--- src/rtl/cpu_slot_port_pkg.sv ---
// Package: shared types for the slot-gated processor byte port.
// Assumes: two-bit mode code as seen on the top-level port.
package cpu_slot_port_pkg;

    typedef enum logic [1:0] {
        SCHED_QUARTER = 2'd0,   // one spare slot in four
        SCHED_EIGHTH  = 2'd1,   // one spare slot in eight
        SCHED_BLANK   = 2'd2,   // display blanked, every slot spare
        SCHED_RSVD    = 2'd3    // treated like SCHED_EIGHTH
    } sched_mode_t;

endpackage

--- src/rtl/cps_slot_sched.sv ---
// Module: cps_slot_sched
// Produces the spare-slot indication from a free-running slot counter
// and the selected display mode. Assumes the counter phase is tied to
// reset, so the display fetch engine shares the same phase.
module cps_slot_sched
    import cpu_slot_port_pkg::*;
#(
    parameter int CNT_W = 3
) (
    input  logic        clk,
    input  logic        rst_n,
    input  sched_mode_t mode,
    output logic        slot_free
);
    localparam int DENSE_W = CNT_W - 1;

    logic [CNT_W-1:0] slot_cnt;

    // Free-running slot counter, phase fixed by reset.
    always_ff @(posedge clk) begin
        if (!rst_n) slot_cnt <= '0;
        else        slot_cnt <= slot_cnt + 1'b1;
    end

    // Decode the spare slot for the active schedule.
    always_comb begin
        unique case (mode)
            SCHED_QUARTER: slot_free = &slot_cnt[DENSE_W-1:0];
            SCHED_BLANK:   slot_free = 1'b1;
            default:       slot_free = &slot_cnt;
        endcase
    end


    quarter_gap_chk: assert property (@(posedge clk) disable iff (!rst_n)
        (slot_free && mode == SCHED_QUARTER) |=> (mode != SCHED_QUARTER || !slot_free));

endmodule

--- src/rtl/cps_addr_ptr.sv ---
// Module: cps_addr_ptr
// Byte address pointer: loads a start address and steps by one after
// every completed access, wrapping at the top of the address space.
// Assumes load and step are never requested in the same cycle.
module cps_addr_ptr #(
    parameter int ADDR_W = 14
) (
    input  logic              clk,
    input  logic              rst_n,
    input  logic              load,
    input  logic [ADDR_W-1:0] load_val,
    input  logic              step,
    output logic [ADDR_W-1:0] ptr
);
    // Pointer register: load wins, otherwise step with natural wrap.
    always_ff @(posedge clk) begin
        if (!rst_n)    ptr <= '0;
        else if (load) ptr <= load_val;
        else if (step) ptr <= ptr + 1'b1;
    end


    load_step_excl_chk: assert property (@(posedge clk) disable iff (!rst_n)
        !(load && step));

endmodule

--- src/rtl/cps_req_hold.sv ---
// Module: cps_req_hold
// One-entry request holder with completion flag and read-data latch.
// Accepts a processor request or a prefetch, keeps it until a grant,
// then pulses done and latches read data. Assumes the caller accepts
// only while the holder is empty.
module cps_req_hold #(
    parameter int DATA_W = 8
) (
    input  logic              clk,
    input  logic              rst_n,
    input  logic              accept_req,
    input  logic              accept_pref,
    input  logic              req_write,
    input  logic [DATA_W-1:0] req_wdata,
    input  logic              grant,
    input  logic [DATA_W-1:0] mem_rdata,
    output logic              pending,
    output logic              hold_we,
    output logic [DATA_W-1:0] hold_wdata,
    output logic              done,
    output logic [DATA_W-1:0] rd_q
);
    // Pending flag and held request contents.
    always_ff @(posedge clk) begin
        if (!rst_n) begin
            pending    <= 1'b0;
            hold_we    <= 1'b0;
            hold_wdata <= '0;
        end else if (accept_req) begin
            pending    <= 1'b1;
            hold_we    <= req_write;
            hold_wdata <= req_wdata;
        end else if (accept_pref) begin
            pending    <= 1'b1;
            hold_we    <= 1'b0;
        end else if (grant) begin
            pending    <= 1'b0;
        end
    end

    // Completion pulse, one cycle after the granted access.
    always_ff @(posedge clk) begin
        if (!rst_n) done <= 1'b0;
        else        done <= grant;
    end

    // Read-data latch, updated only by a granted read.
    always_ff @(posedge clk) begin
        if (!rst_n)                 rd_q <= '0;
        else if (grant && !hold_we) rd_q <= mem_rdata;
    end


    done_pulse_chk: assert property (@(posedge clk) disable iff (!rst_n)
        done |=> !done);


    hold_stable_chk: assert property (@(posedge clk) disable iff (!rst_n)
        (pending && !grant) |=> (pending && $stable(hold_we) && $stable(hold_wdata)));


    rd_latch_chk: assert property (@(posedge clk) disable iff (!rst_n)
        !done |-> $stable(rd_q));

endmodule

--- src/rtl/cpu_slot_port.sv ---
// Module: cpu_slot_port (top)
// Processor access port into controller-owned display memory. Byte
// requests go through a pointer and a one-entry holder and are served
// only in spare display slots. Assumes the memory returns read data
// combinationally in the cycle mem_en is high.
module cpu_slot_port
    import cpu_slot_port_pkg::*;
#(
    parameter int ADDR_W = 14,
    parameter int DATA_W = 8,
    parameter int CNT_W  = 3
) (
    input  logic              clk,
    input  logic              rst_n,
    input  logic [1:0]        mode,
    input  logic              addr_load,
    input  logic              addr_rd,
    input  logic [ADDR_W-1:0] addr_in,
    input  logic              req_valid,
    input  logic              req_write,
    input  logic [DATA_W-1:0] req_wdata,
    output logic              busy,
    output logic              done,
    output logic [DATA_W-1:0] rd_data,
    output logic [ADDR_W-1:0] cur_addr,
    output logic              mem_en,
    output logic              mem_we,
    output logic [ADDR_W-1:0] mem_addr,
    output logic [DATA_W-1:0] mem_wdata,
    input  logic [DATA_W-1:0] mem_rdata
);
    sched_mode_t       mode_e;
    logic              slot_free;
    logic              pending;
    logic              hold_we;
    logic [DATA_W-1:0] hold_wdata;
    logic              take_load;
    logic              take_pref;
    logic              take_req;
    logic              grant;

    // Admission: loads beat requests, nothing is taken while busy.
    always_comb begin
        mode_e    = sched_mode_t'(mode);
        take_load = addr_load && !pending;
        take_pref = take_load && addr_rd;
        take_req  = req_valid && !addr_load && !pending;
        grant     = pending && slot_free;
    end

    cps_slot_sched #(.CNT_W(CNT_W)) u_sched (
        .clk       (clk),
        .rst_n     (rst_n),
        .mode      (mode_e),
        .slot_free (slot_free)
    );

    cps_addr_ptr #(.ADDR_W(ADDR_W)) u_ptr (
        .clk      (clk),
        .rst_n    (rst_n),
        .load     (take_load),
        .load_val (addr_in),
        .step     (grant),
        .ptr      (cur_addr)
    );

    cps_req_hold #(.DATA_W(DATA_W)) u_hold (
        .clk         (clk),
        .rst_n       (rst_n),
        .accept_req  (take_req),
        .accept_pref (take_pref),
        .req_write   (req_write),
        .req_wdata   (req_wdata),
        .grant       (grant),
        .mem_rdata   (mem_rdata),
        .pending     (pending),
        .hold_we     (hold_we),
        .hold_wdata  (hold_wdata),
        .done        (done),
        .rd_q        (rd_data)
    );

    // Drive the memory side from the granted request.
    always_comb begin
        busy      = pending;
        mem_en    = grant;
        mem_we    = grant && hold_we;
        mem_addr  = cur_addr;
        mem_wdata = hold_wdata;
    end


    step_on_done_chk: assert property (@(posedge clk) disable iff (!rst_n)
        done |-> (cur_addr == $past(cur_addr) + 1'b1));


    access_while_busy_chk: assert property (@(posedge clk) disable iff (!rst_n)
        mem_en |-> busy);


    blank_grant_chk: assert property (@(posedge clk) disable iff (!rst_n)
        (busy && mode == 2'd2) |-> mem_en);


    idle_on_done_chk: assert property (@(posedge clk) disable iff (!rst_n)
        done |-> !busy);

endmodule

--- config.mk ---
export PLATFORM = sky130hd
export DESIGN_NAME = cpu_slot_port
export DESIGN_NICKNAME = d
export VERILOG_FILES = /design/src/rtl/cpu_slot_port_pkg.sv /design/src/rtl/cps_slot_sched.sv /design/src/rtl/cps_addr_ptr.sv /design/src/rtl/cps_req_hold.sv /design/src/rtl/cpu_slot_port.sv
export SDC_FILE = /design/constraint.sdc
export NUM_CORES = 1
export LEC_CHECK = 0
export ABC_AREA = 1
export CORE_ASPECT_RATIO = 1.2
export CORE_UTILIZATION = 38
export CTS_CLUSTER_SIZE = 20
export DETAILED_ROUTE_END_ITERATION = 12
export PLACE_DENSITY = 0.77
export SKIP_CTS_REPAIR_TIMING = 1
export SLEW_MARGIN = 20
export SYNTH_ARGS = -nofsm -noshare
export SYNTH_HDL_FRONTEND = slang
export SYNTH_SLANG_ARGS = --single-unit
--- constraint.sdc ---
create_clock -name clk -period 1.6 [get_ports clk]
set_input_delay 0.16 -clock clk [delete_from_list [all_inputs] [get_ports clk]]
set_output_delay 0.16 -clock clk [all_outputs]
set_load 0.01 [all_outputs]
==> impl_metrics.tcl <==
set metrics [dict create \
    status "completed" \
    final.setup.tns_ns 0 \
    slowest_stage "dfxtp_2" \
    worst_slack_ns 0.0111 \
    min_period_over_period_pct 99.3 \
    setup_viol 0 \
    cellLeakagePower_nw 1.18 \
    io_pins 86 \
    fmax_mhz 629 \
    ys_types 32 \
    ant_nets 0 \
    clockRootBuffer "clkbuf_8" \
    grt_antenna_before_repair 0 \
    fin_nets 402 \
    fin_crit_ns 1.59 \
    dr.pass1.iters 4 \
    numPortBuffers 85 \
    cpMostUsedCell "ha_4" \
    yosysTopAreaCellShare_pct 36.9 \
    synth_warnings 0 \
    fin_hold_ws_ns 0.421 \
    crit_chain "ha_4 > ha_4 > or2_4 > nand3_4 > nor2_2 > buf_2" \
    grtUsageTotal_pct 19.6 \
    yosysSeqAreaShare_pct 36.9 \
    cts_buffer_depth 2 \
    cp.required_ns 1.44 \
    drive_above_1_share_pct 19.1 \
    regArea_um2 724 \
    clk_pin_slew_ns 0.07 \
    cpPeakStageDelay_ns 0.33 \
    grt_setup_unrepaired "true" \
    cp_num_buf_inv 1 \
    fp.dieH_um 80.5 \
    numCtsBuffers 5 \
    grt_max_degree 14 \
    cap_violations 0 \
    ir_drop_v 0.000455 \
    fp-row-count 28 \
    crit_path_end_kind "primary output" \
    worstSetupPathType "reg2out" \
    drt_iter0_drc 106 \
    min_path_cells 3 \
    yosys.area.top_type "dfxtp_1" \
    cp.arrival_ns 1.43 \
    synth_area_leaders "dfxtp_1 37%, nand2_1 10%, nor2_1 7.9%" \
    grt_pass1_wl_mm 8.06 \
    path_delay_family "simple AND/OR/NAND/NOR gates" \
    worstHoldEndpoint "u_hold.hold_we" \
    gp_congestion 0.850 \
    htreeDepth 2 \
    pre_cts_slack_ns -0.108 \
    min_from "req_write" \
    drv_slew 0 \
    start_util_pct 39.5 \
    worstRegToRegCells 9 \
    area_growth_pct 56.8 \
    syn_nets 314 \
    finalWirelength_mm 5.17 \
    multi_input_area_um2 1040 \
    n_antenna_cell 0 \
    r2r_start "u_sched.slot_cnt[0]" \
    worstMarginPinSlew_ns 0.327 \
    worst_clock_skew_ns 0.00571 \
    crit_path_start_kind "register" \
    dieArea_um2 5430 \
    power_density_nw_per_um2 817 \
    final-hold-violation-count 0 \
    min_path_type "in2reg" \
    cts_tree "done" \
    ys_ff_latch 36 \
    r2r-end "u_ptr.ptr[1]" \
    via_per_inst 4.84 \
    cts_sinks 36 \
    routedWlPerCell_um 12.3 \
    grt_overflow 0 \
    clk_latency_ns 0.29 \
    syn_area_um2 1950 \
    coreArea_um2 4940 \
    critPathMaxFanout 3 \
    remaining_drc_errors 0 \
    fill_cells 443 \
    netlist_instances 273 \
    syn-mean-instance-area_um2 7.15 \
    fp.dieW_um 67.4 \
    dr_total_vias 2043 \
    layout_common_cells "83 x clkdlybuf4s50_1, 52 x nand2_1, 38 x nor2_1" \
    rrSetupSlack_ns 0.04 \
    grt_pass1_vias 1872 \
    relSlewSlack_pct 78.1 \
    final_common_cell "clkdlybuf4s50_1" \
    hpwlAfterDp_mm 3.75 \
]
[cell families after synthesis]
kind of cell | synth area share, %
adder cells (fa/ha/maj) | 1.92
AND/OR/NAND/NOR | 32.6
AO/OA/AOI/OAI | 14.2
buffers and inverters | 13.9
XOR/XNOR | 0.449
flip-flops | 36.9
[area by class of cell]
cell class                      instances  area share, %
Sequential cell                        36           23.7
Multi-Input combinational cell        189           34.0
Tap cell                               60           2.45
Inverter                               26           3.60
Clock inverter                          2           1.15
Clock buffer                            6           2.37
Timing Repair Buffer                  103           32.7
[how the worst max path moves through the flow]
stage | from | endpoint | slack (ns) | cells past startpoint
3_3_place_gp | mode[0] | mem_we | -0.12 | 6
4_1_cts | u_sched.slot_cnt[0] | mem_we | -0.42 | 6
5_1_grt | u_sched.slot_cnt[1] | mem_we | -0.04 | 6
2_1_floorplan | u_sched.slot_cnt[0] | u_ptr.ptr[12] | 0.08 | 10
6_report | u_sched.slot_cnt[0] | mem_we | 0.01 | 6
3_5_place_dp | u_sched.slot_cnt[0] | u_ptr.ptr[11] | -0.11 | 10
[synthesized netlist by cell type, drive strengths merged]
library cell  number
a211oi             2
a21oi             22
a31oi              1
buf               21
clkbuf             1
clkinv             2
dfxtp             36
ha                 3
inv               24
nand2             62
nand3             20
nand4              8
nor2              45
nor3               2
o211ai             1
o21ai             18
o21bai             2
or2                2
xnor2              1
[stage by stage]
step	instance area, um^2	power [W]	util, %	cells
CTS	2930	0.00247	59.4	420
floorplan	1950	0.00137	-	273
global route	3060	0.00263	61.9	422
detailed placement	2830	0.00167	57.2	412
global placement	2830	0.00166	57.2	412
finish	3060	0.00250	61.9	422
[layer usage]
metal	vias up	routed length [um]	track usage [%]
li1	1055	-	-
met1	915	2120	22.0
met2	68	2630	33.7
met3	5	353	6.39
met4	0	62	7.23
met5	-	0	0
[report_power, final]
group / leakage (nW) / internal [W] / switching [W]
sequential: 0.296 / 0.000961 / 0.0000627
combinational: 0.830 / 0.000370 / 0.000308
clock: 0.0552 / 0.000462 / 0.000336
total: 1.18 / 0.00179 / 0.000707
[flip-flops by register name (all words and copies together) (netlist names)]
register / flops
u_ptr.ptr: 14
u_hold.done: 1
u_hold.hold_wdata: 8
u_hold.hold_we: 1
u_hold.rd_q: 8
u_sched.slot_cnt: 3
u_hold.pending: 1
[worst reg2reg max path: cells and delay by family, from the launching register on]
family | cells | cell delay (ns)
flip-flops | 1 | 0.33
buffers and inverters | 2 | 0.28
adder cells (fa/ha/maj) | 2 | 0.30
AND/OR/NAND/NOR | 3 | 0.39
AO/OA/AOI/OAI | 2 | 0.14
Note: power is estimated with default switching activity, not from simulation.
